[config.mk]
export PLATFORM = sky130hd
export DESIGN_NAME = ssp_port
export DESIGN_NICKNAME = d
export VERILOG_FILES = /design/src/rtl/ssp_pkg.sv /design/src/rtl/ssp_phase_gen.sv /design/src/rtl/ssp_seq.sv /design/src/rtl/ssp_shifter.sv /design/src/rtl/ssp_port.sv
export SDC_FILE = /design/constraint.sdc
export NUM_CORES = 1
export LEC_CHECK = 0
export CAP_MARGIN = 0
export CORE_ASPECT_RATIO = 2
export CORE_MARGIN = 8
export CORE_UTILIZATION = 52
export DETAILED_ROUTE_END_ITERATION = 10
export GPL_TIMING_DRIVEN = 0
export PLACE_DENSITY = 0.78
export SLEW_MARGIN = 20
export SYNTH_ARGS = -nofsm -noshare
export SYNTH_HDL_FRONTEND = slang
export SYNTH_SLANG_ARGS = --single-unit
export TNS_END_PERCENT = 1
[constraint.sdc]
create_clock -name clk -period 1.7 [get_ports clk]
set_input_delay 0.34 -clock clk [delete_from_list [all_inputs] [get_ports clk]]
set_output_delay 0.34 -clock clk [all_outputs]
set_load 0.005 [all_outputs]
[src/rtl/ssp_pkg.sv]
package ssp_pkg;

    localparam int PH_COUNT = 12;
    localparam int PH_W     = $clog2(PH_COUNT);

    typedef logic [PH_W-1:0] ph_t;

    // phase index = 2*(state-1) + (half-1)
    localparam ph_t PH_S1P1      = ph_t'(0);
    localparam ph_t PH_SCLK_FALL = ph_t'(4);
    localparam ph_t PH_SAMPLE    = ph_t'(9);
    localparam ph_t PH_SCLK_RISE = ph_t'(10);
    localparam ph_t PH_PRELOAD   = ph_t'(11);

    typedef enum logic [1:0] {
        SQ_IDLE = 2'd0,
        SQ_ARM  = 2'd1,
        SQ_WAIT = 2'd2,
        SQ_RUN  = 2'd3
    } sq_state_e;

    typedef enum logic {
        XF_TX = 1'b0,
        XF_RX = 1'b1
    } xfer_dir_e;

    // per-tick event strobes, one per pinned phase
    typedef struct packed {
        logic first;
        logic fall;
        logic sample;
        logic rise;
        logic preload;
    } ph_evt_t;

    function automatic ph_t next_ph(input ph_t ph);
        return (ph == ph_t'(PH_COUNT - 1)) ? ph_t'(0) : ph + ph_t'(1);
    endfunction

    function automatic ph_evt_t decode_evt(input logic tick, input ph_t ph);
        ph_evt_t e;
        e.first   = tick && (ph == PH_S1P1);
        e.fall    = tick && (ph == PH_SCLK_FALL);
        e.sample  = tick && (ph == PH_SAMPLE);
        e.rise    = tick && (ph == PH_SCLK_RISE);
        e.preload = tick && (ph == PH_PRELOAD);
        return e;
    endfunction

endpackage

[src/rtl/ssp_phase_gen.sv]
module ssp_phase_gen
    import ssp_pkg::*;
(
    input  logic    clk,
    input  logic    rst,
    input  logic    tick_en,
    output ph_t     ph,
    output ph_evt_t evt
);

    ph_t ph_q;

    always_ff @(posedge clk) begin
        if (rst) begin
            ph_q <= PH_S1P1;
        end else if (tick_en) begin
            ph_q <= next_ph(ph_q);
        end
    end

    // events belong to the phase being executed by this tick
    assign ph  = ph_q;
    assign evt = decode_evt(tick_en, ph_q);

endmodule

[src/rtl/ssp_seq.sv]
module ssp_seq
    import ssp_pkg::*;
(
    input  logic      clk,
    input  logic      rst,
    input  ph_evt_t   evt,
    input  logic      wr_buf,
    input  logic      rx_enable,
    input  logic      tx_clr,
    input  logic      rx_clr,
    input  logic      end_seen,
    output xfer_dir_e dir,
    output logic      run,
    output logic      tx_accept,
    output logic      rx_init,
    output logic      shift_en,
    output logic      capture_en,
    output logic      fall_en,
    output logic      tx_done,
    output logic      rx_done
);

    sq_state_e state;
    logic      fin_q;
    logic      rx_arm;
    logic      finish;

    always_comb begin
        tx_accept  = (state == SQ_IDLE) && wr_buf;
        rx_arm     = (state == SQ_IDLE) && !wr_buf && rx_enable && !rx_done;
        run        = (state == SQ_RUN);
        rx_init    = (state == SQ_WAIT) && evt.preload && (dir == XF_RX);
        shift_en   = run && evt.rise;
        capture_en = run && evt.sample && (dir == XF_RX);
        fall_en    = run && evt.fall;
        finish     = run && evt.first && fin_q;
    end

    always_ff @(posedge clk) begin
        if (rst) begin
            state   <= SQ_IDLE;
            dir     <= XF_TX;
            fin_q   <= 1'b0;
            tx_done <= 1'b0;
            rx_done <= 1'b0;
        end else begin
            case (state)
                SQ_IDLE: begin
                    if (tx_accept) begin
                        state <= SQ_ARM;
                        dir   <= XF_TX;
                    end else if (rx_arm) begin
                        state <= SQ_ARM;
                        dir   <= XF_RX;
                    end
                end
                SQ_ARM:  if (evt.first)   state <= SQ_WAIT;
                SQ_WAIT: if (evt.preload) state <= SQ_RUN;
                SQ_RUN:  if (finish)      state <= SQ_IDLE;
                default: state <= SQ_IDLE;
            endcase

            // a marker seen before a shift arms the final shift
            if (finish) begin
                fin_q <= 1'b0;
            end else if (shift_en && end_seen) begin
                fin_q <= 1'b1;
            end

            if (finish && dir == XF_TX) begin
                tx_done <= 1'b1;
            end else if (tx_clr) begin
                tx_done <= 1'b0;
            end

            if (finish && dir == XF_RX) begin
                rx_done <= 1'b1;
            end else if (rx_clr) begin
                rx_done <= 1'b0;
            end
        end
    end

endmodule

[src/rtl/ssp_shifter.sv]
module ssp_shifter
    import ssp_pkg::*;
#(
    parameter int DATA_W = 8
) (
    input  logic              clk,
    input  logic              rst,
    input  xfer_dir_e         dir,
    input  logic              run,
    input  logic              tx_accept,
    input  logic              rx_init,
    input  logic              shift_en,
    input  logic              capture_en,
    input  logic              fall_en,
    input  logic [DATA_W-1:0] wr_data,
    input  logic              data_in,
    output logic              end_seen,
    output logic              data_out,
    output logic              data_oe,
    output logic              sclk,
    output logic [DATA_W-1:0] rx_byte
);

    localparam int TX_W = DATA_W + 1;
    localparam logic [DATA_W-1:0] TX_MARK_AT_END = DATA_W'(1);
    localparam logic [DATA_W-1:0] RX_PRELOAD = {{(DATA_W-1){1'b1}}, 1'b0};

    logic [TX_W-1:0]   tx_sr;
    logic [DATA_W-1:0] rx_sr;
    logic [DATA_W-1:0] rx_next;
    logic [DATA_W-1:0] rx_rev;
    logic [DATA_W-1:0] rx_buf;
    logic              samp;
    logic              sclk_q;
    logic              tx_end;
    logic              rx_end;

    assign rx_next = {rx_sr[DATA_W-2:0], samp};

    // first bit on the line ends up at the top after the last shift
    for (genvar i = 0; i < DATA_W; i++) begin : g_rev
        assign rx_rev[i] = rx_next[DATA_W-1-i];
    end

    assign tx_end   = (tx_sr[TX_W-1:1] == TX_MARK_AT_END);
    assign rx_end   = !rx_sr[DATA_W-1];
    assign end_seen = (dir == XF_TX) ? tx_end : rx_end;

    always_ff @(posedge clk) begin
        if (rst) begin
            tx_sr  <= '0;
            rx_sr  <= '1;
            rx_buf <= '0;
            samp   <= 1'b1;
            sclk_q <= 1'b1;
        end else begin
            if (tx_accept) begin
                tx_sr <= {1'b1, wr_data};
            end else if (shift_en && dir == XF_TX) begin
                tx_sr <= {1'b0, tx_sr[TX_W-1:1]};
            end

            if (rx_init) begin
                rx_sr <= RX_PRELOAD;
            end else if (shift_en && dir == XF_RX) begin
                rx_sr <= rx_next;
            end

            if (capture_en) begin
                samp <= data_in;
            end

            if (shift_en && dir == XF_RX && rx_end) begin
                rx_buf <= rx_rev;
            end

            if (fall_en) begin
                sclk_q <= 1'b0;
            end else if (shift_en) begin
                sclk_q <= 1'b1;
            end
        end
    end

    assign data_oe  = run && (dir == XF_TX);
    assign data_out = data_oe ? tx_sr[0] : 1'b1;
    assign sclk     = sclk_q;
    assign rx_byte  = rx_buf;

endmodule

[src/rtl/ssp_port.sv]
module ssp_port
    import ssp_pkg::*;
#(
    parameter int DATA_W = 8
) (
    input  logic              clk,
    input  logic              rst,
    input  logic              tick_en,
    input  logic              wr_buf,
    input  logic [DATA_W-1:0] wr_data,
    input  logic              tx_clr,
    input  logic              rx_enable,
    input  logic              rx_clr,
    input  logic              data_in,
    output logic              data_out,
    output logic              data_oe,
    output logic              sclk,
    output logic [DATA_W-1:0] rx_byte,
    output logic              tx_done,
    output logic              rx_done
);

    ph_t       ph;
    ph_evt_t   evt;
    xfer_dir_e seq_dir;
    logic      seq_run;
    logic      tx_accept;
    logic      rx_init;
    logic      shift_en;
    logic      capture_en;
    logic      fall_en;
    logic      end_seen;

    ssp_phase_gen u_phase (
        .clk     (clk),
        .rst     (rst),
        .tick_en (tick_en),
        .ph      (ph),
        .evt     (evt)
    );

    ssp_seq u_seq (
        .clk        (clk),
        .rst        (rst),
        .evt        (evt),
        .wr_buf     (wr_buf),
        .rx_enable  (rx_enable),
        .tx_clr     (tx_clr),
        .rx_clr     (rx_clr),
        .end_seen   (end_seen),
        .dir        (seq_dir),
        .run        (seq_run),
        .tx_accept  (tx_accept),
        .rx_init    (rx_init),
        .shift_en   (shift_en),
        .capture_en (capture_en),
        .fall_en    (fall_en),
        .tx_done    (tx_done),
        .rx_done    (rx_done)
    );

    ssp_shifter #(
        .DATA_W (DATA_W)
    ) u_shift (
        .clk        (clk),
        .rst        (rst),
        .dir        (seq_dir),
        .run        (seq_run),
        .tx_accept  (tx_accept),
        .rx_init    (rx_init),
        .shift_en   (shift_en),
        .capture_en (capture_en),
        .fall_en    (fall_en),
        .wr_data    (wr_data),
        .data_in    (data_in),
        .end_seen   (end_seen),
        .data_out   (data_out),
        .data_oe    (data_oe),
        .sclk       (sclk),
        .rx_byte    (rx_byte)
    );

endmodule

==> Yosys cells after proc, flatten, opt, wreduce, memory -nomap -nowiden <==
Index checks and enable logic that the tools add are counted.
{ "totals": {"ff_bits": 37, "out_inout_bits": 13, "word_cells": 86} }
{ "op_classes": {"add_sub_neg": 1, "eq_ne": 12, "n_mux": 21, "n_bitwise": 1, "n_reduce_logical": 39} }
{ "op_table": {"columns": ["cell", "n"], "rows": [
  ["1-bit logical AND", 24],
  ["9-bit 2-to-1 mux", 2],
  ["4-bit equality test, second input constant", 3],
  ["1-bit 2-to-1 mux", 12],
  ["2-bit nonzero test", 6],
  ["2-bit 2-to-1 mux", 5],
  ["8-bit by 1-bit equality test with 1-bit output, second input constant", 1],
  ["2-bit one-hot mux with 4 select lines", 1],
  ["4-bit by 1-bit adder with 4-bit output, second input constant", 1],
  ["2-bit equality test, second input constant", 2],
  ["4-bit by 3-bit equality test with 1-bit output, second input constant", 1],
  ["4-bit logical NOT", 1],
  ["4-bit 2-to-1 mux", 1],
  ["2-bit by 1-bit inequality test with 1-bit output, second input constant", 2],
  ["4-bit AND reduction", 1],
  ["2-bit OR reduction", 2],
  ["1-bit logical NOT", 3],
  ["3-bit by 2-bit inequality test with 1-bit output, second input constant", 1],
  ["2-bit by 1-bit equality test with 1-bit output, second input constant", 1],
  ["2-bit logical NOT", 1],
  ["2-bit inequality test, second input constant", 1],
  ["2-bit AND reduction", 1],
  ["1-bit NOT", 1]
]} }

==> Longest topological paths before layout <==
Gate-level depths: netlist of the first run.
{ "depth": {"word_depth": 7, "depth_mapped": 7, "mapped_depth_nobuf": 6} }

==> Hierarchy <==
A second synthesis of the first run with hierarchy kept.
{ "hier_totals": {"hier_cells": 198, "hier_area_um2": 1829.3} }
{ "by_module_without_submodules": {"columns": ["module", "n_inst", "cells_per_inst", "area_each_um2"], "rows": [
  ["ssp_shifter", 1, 124, 1149.9],
  ["ssp_seq", 1, 39, 385.4],
  ["ssp_phase_gen", 1, 35, 294.0]
]} }

==> Worst setup path before layout of the first run <==
No wires, ideal clock.
{ "synth_path": {"path_kind": "register -> register", "from": "register u_seq.state[1]", "to": "register u_seq.fin_q", "arrival_time_ps": 1411, "t_required_ps": 1621, "path_slack_ps": 210, "stages_incl_launch_ff": 7, "n_path_buf": 1, "cell_sequence": "dfxtp_1 > ha_1 > and4b_1 > nand3b_1 > buf_6 > o21ba_1 > a211oi_2"} }
{ "synth_via": {"elab_chain_cells": 4, "word_cells_on_any_way": 6, "cone_classes": "1 x eq/ne; 5 x reduce/logical"} }
{ "synth_rtl": {"columns": ["element", "line_no", "rtl"], "rows": [
  ["start, declared", "ssp_seq.sv:23", "sq_state_e state;"],
  ["start signal, assigned", "ssp_seq.sv:41", "state <= SQ_IDLE;"],
  ["start signal, assigned", "ssp_seq.sv:50", "state <= SQ_ARM;"],
  ["start signal, assigned", "ssp_seq.sv:53", "state <= SQ_ARM;"],
  ["2-bit equality test *", "ssp_seq.sv:31", "run = (state == SQ_RUN);"],
  ["1-bit logical AND (2 in a row)", "ssp_seq.sv:36", "finish = run && evt.first && fin_q;"],
  ["2-bit OR reduction (no source line)", null, null],
  ["end signal, assigned", "ssp_seq.sv:43", "fin_q <= 1'b0;"],
  ["end signal, assigned", "ssp_seq.sv:65", "fin_q <= 1'b0;"],
  ["end signal, assigned", "ssp_seq.sv:67", "fin_q <= 1'b1;"],
  ["end, declared", "ssp_seq.sv:24", "logic fin_q;"]
]} }
Every way passes the cells marked *; elsewhere a longest branch is shown, timed or not.
A chain may end at the register's enable or synchronous reset.

==> Worst setup path in the final report of the first run <==
{ "layout_path": {"from": "register u_seq.state[1]", "to": "output data_out"} }
{ "layout_via": {"elab_chain_cells": 3} }
{ "layout_rtl": {"columns": ["element", "line_no", "rtl"], "rows": [
  ["2-bit equality test", "ssp_seq.sv:31", null],
  ["1-bit logical AND", "ssp_shifter.sv:85", "assign data_oe = run && (dir == XF_TX);"],
  ["1-bit 2-to-1 mux", "ssp_shifter.sv:86", "assign data_out = data_oe ? tx_sr[0] : 1'b1;"],
  ["end, declared", "ssp_port.sv:15", "output logic data_out,"]
]} }
No other way between the ends.

==> results by group, run 1 <==
Status
  • Status: finished clean

Worst setup path
  • CP Launch Point: u_seq.state[1]
  • Reg-to-reg setup timing slack: 0.10 ns
  • WP data arrival: 1.29 ns
  • Crit path max fanout: 6
  • R2r startpoint: u_phase.ph[0]
  • CP max-delay cell: dfxtp_4
  • Max incr delay on CP: 0.38 ns
  • R2R Path End: u_seq.state[0]
  • CP Capture Type: output port
  • CP Capture Point: data_out
  • Instance count on the critical path: 4
  • R2R cell count: 6
  • Req. time, crit path: 1.36 ns
  • Crit-path cells: ha_4 > nor2b_4 > nand2b_1 > dlygate4sd2_1
  • Crit-path leading delay family: flip-flops
  • Setup CP Type: register to output port
  • Crit start category: register
  • Crit path buffers/inverters: 1

Global route
  • Largest net degree at the start of global routing: 13
  • Number of global-route vias before repair: 1475
  • First-pass GRT wire length: 6.727 mm
  • Initial antenna violation count: 0
  • Grt ovf: 0
  • Overall fraction of global-route tracks in use: 14.79%

Synthesis
  • #FFs+latches synth: 37
  • Asr flop ratio synth: 0%
  • Most frequent cells after synthesis: dfxtp_1 (37), mux2i_1 (27), nor2_1 (22), nand2_1 (12), a211oi_1 (10)
  • Post-synth top area share: 42.99%
  • Ranking of synthesized cells by area: dfxtp_1 (43%), mux2i_1 (16%), ha_1 (6.5%)
  • Avg Cell Area, Syn: 9.845 sq um
  • Synth cell types: 34
  • Synth Warn #: 0
  • Cell taking the most area after synthesis: dfxtp_1
  • Sequential-to-total area share from yosys stat: 42.99%
  • Syn_nets: 200
  • Netlist Area Pre-Place: 0.001723 sq mm
  • Mapped Cells: 175
  • Most used DFF post-synth: dfxtp_1
  • Count leader, synth: dfxtp_1
  • Number of flops mapped to enable cells by yosys: 0

Power and ir drop
  • Internal power: 1559 uW
  • Pleak: 0.0008678 uW
  • Sw power: 689.8 uW
  • Peak supply drop: 0.7755 mV
  • Seq pwr share: 48.1%
  • Combinational share of power: 23.6%
  • Net Sw Frac: 30.68%
  • Tot Pwr: 2248 uW
  • Power Density: 1035 mW/mm^2
  • Clock Power Share: 28.3%

Clock network
  • Hold-fix buffers, CTS: 0
  • Max clock buf depth: 2
  • CTS tree: yes
  • Clock-pin slew on the worst setup and hold paths: 0.08 ns
  • Post-CTS Setup Bufs: 0
  • CTS H-tree lvls: 2
  • Num CTS Buffers: 5
  • Clock Root Buffer: clkbuf_8
  • Clk_lat worst skew: 0.29 ns
  • Clk sinks: 37

Timing
  • Final Cycle Share: 95.72%
  • Endpoints failing setup: 0
  • Max Freq: 614.6 MHz
  • Setup ws final: 0.07283 ns
  • Final Max Slew Viols: 0
  • RSZ-0062 raised after global routing: true
  • Final hold violation count: 0
  • Worst rel slew slack: 68.27%
  • Worst Skew: 0.009005 ns
  • Slew of the pin with the lowest slew margin: 0.4760 ns
  • Period minus WS final: 1.627 ns

Cells and area
  • Final cell count without fillers: 241
  • Fin util: 68.85%
  • Fin area: 0.002173 sq mm
  • # nets final: 234
  • Synth-to-Final Area Change: 26.14%
  • Layout cells sized above 1: 13.33%
  • N_diodes: 0

Drt
  • Final wirelength: 3.891 mm
  • DR DRC count: 0
  • Router iterations before antenna repair: 4
  • Vias: 1352
  • DR WL/cell: 16.15 um
  • Vias/cell: 5.610
  • 1st-iter DRT viols: 26
  • Routed Antenna Nets: 0

Place
  • Setup WS pre-CTS: -0.2735 ns
  • DP Area: 0.002032 sq mm
  • Gpl congestion: 0.8555
  • I/O Buffers: 27
  • Placed insts: 233
  • DP Wirelength: 3.020 mm

Die
  • # IOs: 29
  • Initial Util: 54.58%
  • DIE HEIGHT: 97.40 um
  • Die area: 0.005523 sq mm
  • CORE AREA: 0.003157 sq mm
  • Row count: 29
  • Chip width: 56.70 um

Hold path
  • Hold path start: tick_en
  • Class of the worst hold path: primary input to register

Run
  • Max-Cap Viols: 0
-- what timing repair did --
| item | CTS | global route |
|---|---|---|
| pin swaps | 0 | 1 |
| resized for setup | 10 | 9 |
| endpoints found under the setup margin | 6 | 15 |
-- registers in the layout, summed over array words and instances (netlist names) --
register         cells
u_shift.samp         1
u_shift.tx_sr        9
u_seq.state          2
u_shift.rx_byte      8
u_shift.sclk         1
u_seq.rx_done        1
u_shift.rx_sr        8
u_phase.ph           4
u_seq.fin_q          1
u_seq.tx_done        1
u_seq.dir            1
-- metrics by stage --
step	TNS (ns)	hold WS (ns)
floorplan	0	0.4401
global placement	-2.169	0.4574
detailed placement	-2.936	0.4745
CTS	0	0.3712
global route	-0.0009029	0.4070
finish	0	0.3837
-- cell type report --
class | count | area [sq um]
Inverter | 6 | 22.52
Clock buffer | 6 | 82.58
Tap cell | 31 | 38.79
Sequential cell | 37 | 748.2
Buffer | 8 | 58.81
Multi-Input combinational cell | 124 | 940.9
Timing Repair Buffer | 27 | 267.8
Clock inverter | 2 | 13.76
Fill cell | 242 | 983.4
-- metal layers --
metal	up-vias	routed length (um)	track usage (%)
met5	-	0	0
met4	0	95	7.076
met3	8	165	4.188
met2	28	2230	28.35
met1	642	1401	13.01
li1	674	-	-
-- power by group through the flow --
stage | clock network [uW] | registers (uW) | logic, uW
3_3_place_gp | 0 | 1060 | 472
6_report | 637 | 1080 | 530
5_1_grt | 688 | 1090 | 607
2_1_floorplan | 0 | 1040 | 364
3_5_place_dp | 0 | 1070 | 506
4_1_cts | 656 | 1070 | 515
-- placed cells by master, fill, tap and decap left out, types with 3 or more instances in the layout --
cell / instances
a211oi_1: 10
ha_1: 8
mux2i_1: 27
nor3_1: 3
nand2b_1: 8
buf_6: 3
and4b_1: 3
dfxtp_1: 35
nand2_1: 10
clkdlybuf4s50_1: 25
clkbuf_8: 6
inv_1: 6
a21oi_1: 6
nor2_1: 21
-- worst min-delay path, delay by kind of cell --
family        cells  cell delay, ns
buf+inv           1            0.14
mux               1            0.08
simple gates      1            0.07
-- logic make-up (layout without fill, tap and decap cells) --
family                     after synthesis  in the layout  synth area share, %
adders and majority gates                9              9                6.536
buffers and inverters                   14             49                4.575
and+or+nand+nor                         64             64                20.12
xor gates and xnor gates                 2              2                1.017
DFF                                     37             37                42.99
muxes                                   27             27                15.69
AOI/OAI and AO/OA                       22             22                9.077
-- worst min-delay path by stage --
stage / end / slack, ns / cells past startpoint
6_report: u_phase.ph[1] / 0.38 / 3
5_1_grt: u_phase.ph[0] / 0.41 / 3
4_1_cts: u_phase.ph[1] / 0.37 / 3
3_5_place_dp: u_seq.tx_done / 0.47 / 2
3_3_place_gp: u_shift.tx_sr[8] / 0.46 / 2
2_1_floorplan: u_seq.dir / 0.44 / 1
No activity file was read; power rests on OpenSTA's default activity.
==> inputs of run 2 (changes only) <==
- clock period: 1.7 -> 1.8 ns (I/O delays scaled with it)
==> results by group, run 2 (synthesized netlist as in run 1, its figures left out) <==
Status
  • Status: finished clean

Drt
  • Router iterations before antenna repair: 5 (+1)
  • DR WL/cell: 16.11 um (-0.21%)
  • 1st-iter DRT viols: 38 (+46%)
  • Routed Antenna Nets: 0 (unchanged)
  • DR DRC count: 0 (unchanged)
  • Vias: 1366 (+1.0%)
  • Vias/cell: 5.668 (+1.0%)
  • Final wirelength: 3.883 mm (-0.21%)

Cells and area
  • Fin util: 68.01% (-0.83 points)
  • Final cell count without fillers: 241 (unchanged)
  • Commonest cells after routing, fill and taps aside: dfxtp_1 (35), mux2i_1 (27), clkdlybuf4s50_1 (25)
  • Multi-input gate area: 918.4 sq um (-2.4%)
  • Flip-flop and latch area: 745.7 sq um (-0.33%)
  • # nets final: 234 (unchanged)
  • N_diodes: 0 (unchanged)
  • Synth-to-Final Area Change: 24.62%
  • Layout cells sized above 1: 10.48% (-2.9 points)
  • Max reg flops: 9 (unchanged)
  • Layout fillers: 251 (+3.7%)
  • Most common cell after layout, fill and taps aside: dfxtp_1
  • Top reg by flops: u_shift.tx_sr

Global route
  • Initial antenna violation count: 0 (unchanged)
  • Overall fraction of global-route tracks in use: 14.79% (unchanged)
  • Number of global-route vias before repair: 1481 (+0.41%)
  • First-pass GRT wire length: 6.727 mm (unchanged)
  • Grt ovf: 0 (unchanged)
  • Largest net degree at the start of global routing: 13 (unchanged)

Power and ir drop
  • Clock Power Share: 28.7% (+0.4 points)
  • Pleak: 0.0008591 uW (-1.0%)
  • Sw power: 642.8 uW (-6.8%)
  • Internal power: 1451 uW (-6.9%)
  • Net Sw Frac: 30.69% (about the same)
  • Combinational share of power: 22.8% (-0.8 points)
  • Peak supply drop: 0.7299 mV (-5.9%)
  • Seq pwr share: 48.5% (+0.4 points)
  • Power Density: 975.4 mW/mm^2 (-5.7%)
  • Tot Pwr: 2094 uW (-6.9%)

Timing
  • Period minus WS final: 1.677 ns
  • Final Max Slew Viols: 0 (unchanged)
  • Worst rel slew slack: 68.20% (-0.073 points)
  • Max Freq: 596.2 MHz
  • Final Cycle Share: 93.18%
  • RSZ-0062 raised after global routing: true
  • Final hold violation count: 0 (unchanged)
  • Endpoints failing setup: 0 (unchanged)
  • Total negative setup slack: 0 ns (unchanged)
  • Slew of the pin with the lowest slew margin: 0.4771 ns (+0.001099 ns)
  • Worst Skew: 0.008610 ns (-0.0003953 ns)

Worst setup path
  • R2r startpoint: u_phase.ph[0]
  • Setup CP Type: register to register
  • R2R Path End: u_shift.rx_sr[7]
  • Crit start category: register
  • CP Capture Type: register
  • Req. time, crit path: 1.95 ns (+0.59 ns)
  • WP data arrival: 1.83 ns (+0.54 ns)
  • Reg-to-reg setup timing slack: 0.12 ns (+0.02 ns)
  • Crit path max fanout: 7 (+1)
  • R2R cell count: 5 (-1)

Die
  • Chip width: 56.70 um (unchanged)
  • # IOs: 29 (unchanged)
  • Initial Util: 54.58% (unchanged)
  • Row count: 29 (unchanged)
  • DIE HEIGHT: 97.40 um (unchanged)
  • CORE AREA: 0.003157 sq mm (unchanged)
  • Die area: 0.005523 sq mm (unchanged)

Clock network
  • Clock-pin slew on the worst setup and hold paths: 0.07 ns (about the same)
  • Clk sinks: 37 (unchanged)
  • Clock Root Buffer: clkbuf_8
  • Num CTS Buffers: 5 (unchanged)
  • Hold-fix buffers, CTS: 0 (unchanged)
  • CTS tree: yes
  • Post-CTS Setup Bufs: 0 (unchanged)
  • Clk_lat worst skew: 0.29 ns (about the same)
  • Max clock buf depth: 2 (unchanged)
  • CTS H-tree lvls: 2 (unchanged)

Run
  • Max-Cap Viols: 0 (unchanged)

Hold path
  • Hold endpoint: u_phase.ph[1]
  • Hold path cells: 3 (unchanged)
  • Hold path start: tick_en
  • Class of the worst hold path: primary input to register

Place
  • DP Wirelength: 3.020 mm (unchanged)
  • Gpl congestion: 0.8555 (unchanged)
  • Placed insts: 233 (unchanged)
  • I/O Buffers: 27 (unchanged)
[run 2: worst max-delay path, stage by stage (launching register included)]
cell	delay, ns
dfxtp_1	0.36
ha_1	0.24
and4b_1	0.24
and3_1	0.22
nor2_1	0.36
nand3_1	0.12
[run 2: power groups by stage]
stage	Sequential, uW	Combinational (uW)	Clock (uW)
after CTS	1010	483	620
after detailed placement	1010	478	0
after global routing	1030	548	650
after floorplan	981	343	0
final	1020	477	602
after global placement	1000	446	0
[run 2: per-stage QoR]
step	setup slack [ns]	hold slack, ns	cell area, sq um
5_1_grt	-0.05644	0.4276	2147
4_1_cts	0.02806	0.3912	2146
3_5_place_dp	-0.1935	0.4745	2032
3_3_place_gp	-0.1309	0.4574	2032
2_1_floorplan	0.3096	0.4485	1723
6_report	0.1228	0.4001	2147
[run 2: layout make-up]
cell class	instances	area share, %
flip-flops and latches	37	34.73
repair buffers	27	12.47
multi-input cells	124	42.77
well taps	31	1.807
clock buffers	6	3.846
inverters	6	1.049
plain buffers	8	2.681
clock inverters	2	0.6410
[run 2: worst max path at each step]
stage / start / depth (start not counted) / endpoint / slack (ns)
after floorplan: u_seq.state[1] / 6 / u_seq.fin_q / 0.31
after global placement: rst / 4 / u_phase.ph[2] / -0.13
after detailed placement: rst / 4 / u_shift.rx_byte[5] / -0.19
after CTS: u_seq.state[0] / 6 / u_shift.tx_sr[7] / 0.03
after global routing: u_phase.ph[0] / 5 / u_shift.rx_sr[7] / -0.06
final: u_phase.ph[0] / 5 / u_shift.rx_sr[7] / 0.12
[run 2: repair_timing]
item | in CTS | in global routing
hold endpoints to repair | 0 | 0
endpoints found under the setup margin | 2 | 13
gates resized for setup | 8 | 2
[run 2: layer usage]
layer  part of all wire (%)  vias up  GRT usage [%]
li1                       -      672              -
met1                     36      658          13.01
met2                     57       26          28.35
met3                    4.1       10          4.188
met4                    2.7        0          7.076
met5                      0        -              0
==> inputs of run 3 (changes only) <==
- ABC_CLOCK_PERIOD_IN_PS: default -> 1800
- CORE_UTILIZATION: 52 -> 35
- PLACE_DENSITY: 0.78 -> default
==> results by group, run 3 (synthesized netlist as in run 1, its figures left out) <==
Global route
  • Grt ovf: 0 (unchanged)
  • Largest net degree at the start of global routing: 11 (-2)
  • Overall fraction of global-route tracks in use: 10.82% (-4.0 points)
  • Initial antenna violation count: 0 (unchanged)
  • First-pass GRT wire length: 6.389 mm (-5.0%)
  • Number of global-route vias before repair: 1325 (-11%)

Clock network
  • Post-CTS Setup Bufs: 0 (unchanged)
  • Hold-fix buffers, CTS: 0 (unchanged)
  • CTS H-tree lvls: 2 (unchanged)
  • Max clock buf depth: 2 (unchanged)
  • Clock Root Buffer: clkbuf_8
  • Clk_lat worst skew: 0.29 ns (about the same)
  • Num CTS Buffers: 5 (unchanged)
  • CTS tree: yes
  • Clk sinks: 37 (unchanged)
  • Clock-pin slew on the worst setup and hold paths: 0.07 ns (about the same)

Power and ir drop
  • Sw power: 614.0 uW (-4.5%)
  • Clock Power Share: 28.1% (-0.6 points)
  • Combinational share of power: 23.0% (+0.2 points)
  • Net Sw Frac: 29.73% (-0.97 points)
  • Internal power: 1452 uW (about the same)
  • Peak supply drop: 0.5319 mV (-27%)
  • Seq pwr share: 48.8% (+0.3 points)
  • Pleak: 0.0008681 uW (+1.0%)
  • Power Density: 942.3 mW/mm^2 (-3.4%)

Drt
  • DR WL/cell: 14.27 um (-11%)
  • Vias: 1304 (-4.5%)
  • Router iterations before antenna repair: 4 (-1)
  • Vias/cell: 4.902 (-14%)
  • Final wirelength: 3.795 mm (-2.3%)
  • DR DRC count: 0 (unchanged)
  • Routed Antenna Nets: 0 (unchanged)
  • 1st-iter DRT viols: 33 (-13%)

Timing
  • Final hold violation count: 0 (unchanged)
  • Total negative setup slack: 0 ns (unchanged)
  • RSZ-0062 raised after global routing: true
  • Fin Hold WS: 0.4113 ns (+0.01116 ns)
  • Period minus WS final: 1.694 ns (+0.01680 ns)
  • Max Freq: 590.3 MHz (-0.99%)
  • Endpoints failing setup: 0 (unchanged)
  • Final Cycle Share: 94.11% (+0.93 points)
  • Final Max Slew Viols: 0 (unchanged)
  • Slew of the pin with the lowest slew margin: 0.5024 ns (+0.02535 ns)
  • Worst rel slew slack: 66.38% (-1.8 points)
  • Worst Skew: 0.006246 ns (-0.002364 ns)

Cells and area
  • Synth-to-Final Area Change: 27.23%
  • Commonest cells after routing, fill and taps aside: dfxtp_1 (35), mux2i_1 (27), clkdlybuf4s50_1 (25)
  • N_diodes: 0 (unchanged)
  • Final cell count without fillers: 266 (+10%)
  • Most common cell after layout, fill and taps aside: dfxtp_1
  • Layout cells sized above 1: 9.569% (-0.91 points)
  • Layout fillers: 465 (+85%)
  • Max reg flops: 9 (unchanged)
  • Top reg by flops: u_shift.tx_sr
  • # nets final: 234 (unchanged)

Worst setup path
  • Max incr delay on CP: 0.40 ns (+0.04 ns)
  • CP max-delay cell: clkbuf_1
  • Reg-to-reg setup timing slack: 0.11 ns (-0.02 ns)
  • Crit path max fanout: 10 (+3)
  • Crit path buffers/inverters: 2 (+2)
  • Crit start category: register
  • Crit-path cells: inv_1 > ha_1 > nand2_1 > clkbuf_1 > nor2_1 > a211oi_1
  • WP data arrival: 1.90 ns (+0.07 ns)
  • Setup CP Type: register to register
  • Crit-path leading delay family: buffers and inverters
  • Req. time, crit path: 2.01 ns (+0.06 ns)
  • CP Capture Type: register

Run
  • Max-Cap Viols: 0 (unchanged)

Hold path
  • Class of the worst hold path: primary input to register

Die
  • Die area: 0.007560 sq mm (+37%)
  • Chip width: 65.61 um (+16%)
  • Initial Util: 35.75% (-19 points)
  • CORE AREA: 0.004820 sq mm (+53%)
  • # IOs: 29 (unchanged)
  • Row count: 36 (+24%)
  • DIE HEIGHT: 115.2 um (+18%)

Place
  • Placed insts: 259 (+11%)
  • DP Wirelength: 2.906 mm (-3.8%)
  • I/O Buffers: 27 (unchanged)
  • Gpl congestion: 0.7152 (-16%)

Status
  • Status: finished clean
run 3: what timing repair did:
| action | in CTS | in global routing |
|---|---|---|
| gates cloned | 0 | 0 |
| pin swaps | 0 | 1 |
| hold endpoints to repair | 0 | 0 |
| endpoints found under the setup margin | 3 | 20 |
| gates resized for setup | 8 | 3 |
run 3: per-layer routing:
metal | track usage [%] | up-vias | share of wire [%] | wire length [um]
li1 | - | 674 | - | -
met1 | 10.38 | 598 | 39 | 1491
met2 | 19.76 | 26 | 54 | 2033
met3 | 3.512 | 6 | 5.1 | 192
met4 | 5.279 | 0 | 2.1 | 78
met5 | 0 | - | 0 | 0
run 3: path summary, 6_finish.rpt:
kind                  start                to  cells past startpoint
max reg2reg  u_seq.state[0]  u_shift.tx_sr[7]                      6
min                 tick_en     u_phase.ph[1]                      3
max          u_seq.state[0]  u_shift.tx_sr[7]                      6
min reg2reg   u_seq.tx_done     u_seq.tx_done                      2
run 3: worst register-to-register path: stages, from the launching register on:
cell and delay (ns):
dfxtp_2 0.36, inv_1 0.09, ha_1 0.25, nand2_1 0.24
clkbuf_1 0.40, nor2_1 0.08, a211oi_1 0.20
run 3: area by class of cell:
type                            count  area [sq um]  area share [%]
Clock buffer                        7         86.33           3.938
Buffer                              8         56.30           2.568
Timing Repair Buffer               27         271.5           12.39
Tap cell                           57         71.32           3.253
Multi-Input combinational cell    124         938.4           42.81
Inverter                            6         22.52           1.027
Sequential cell                    37         745.7           34.02
run 3: metrics by stage:
step	worst slack (ns)	total power (uW)	instance area, sq um	utilization (%)
final	0.1060	2066	2192	45.48
after CTS	-0.08441	2085	2176	45.15
after global routing	-0.06565	2184	2192	45.48
after floorplan	0.3096	1324	1723	-
after detailed placement	-0.2292	1474	2064	42.83
after global placement	-0.2137	1471	2064	42.83
run 3: power by group through the flow:
stage / registers, uW / logic, uW / clock network, uW
after CTS: 1010 / 475 / 600
after global placement: 1010 / 464 / 0
after floorplan: 981 / 343 / 0
after global routing: 1020 / 546 / 619
after detailed placement: 1010 / 468 / 0
final: 1010 / 476 / 581
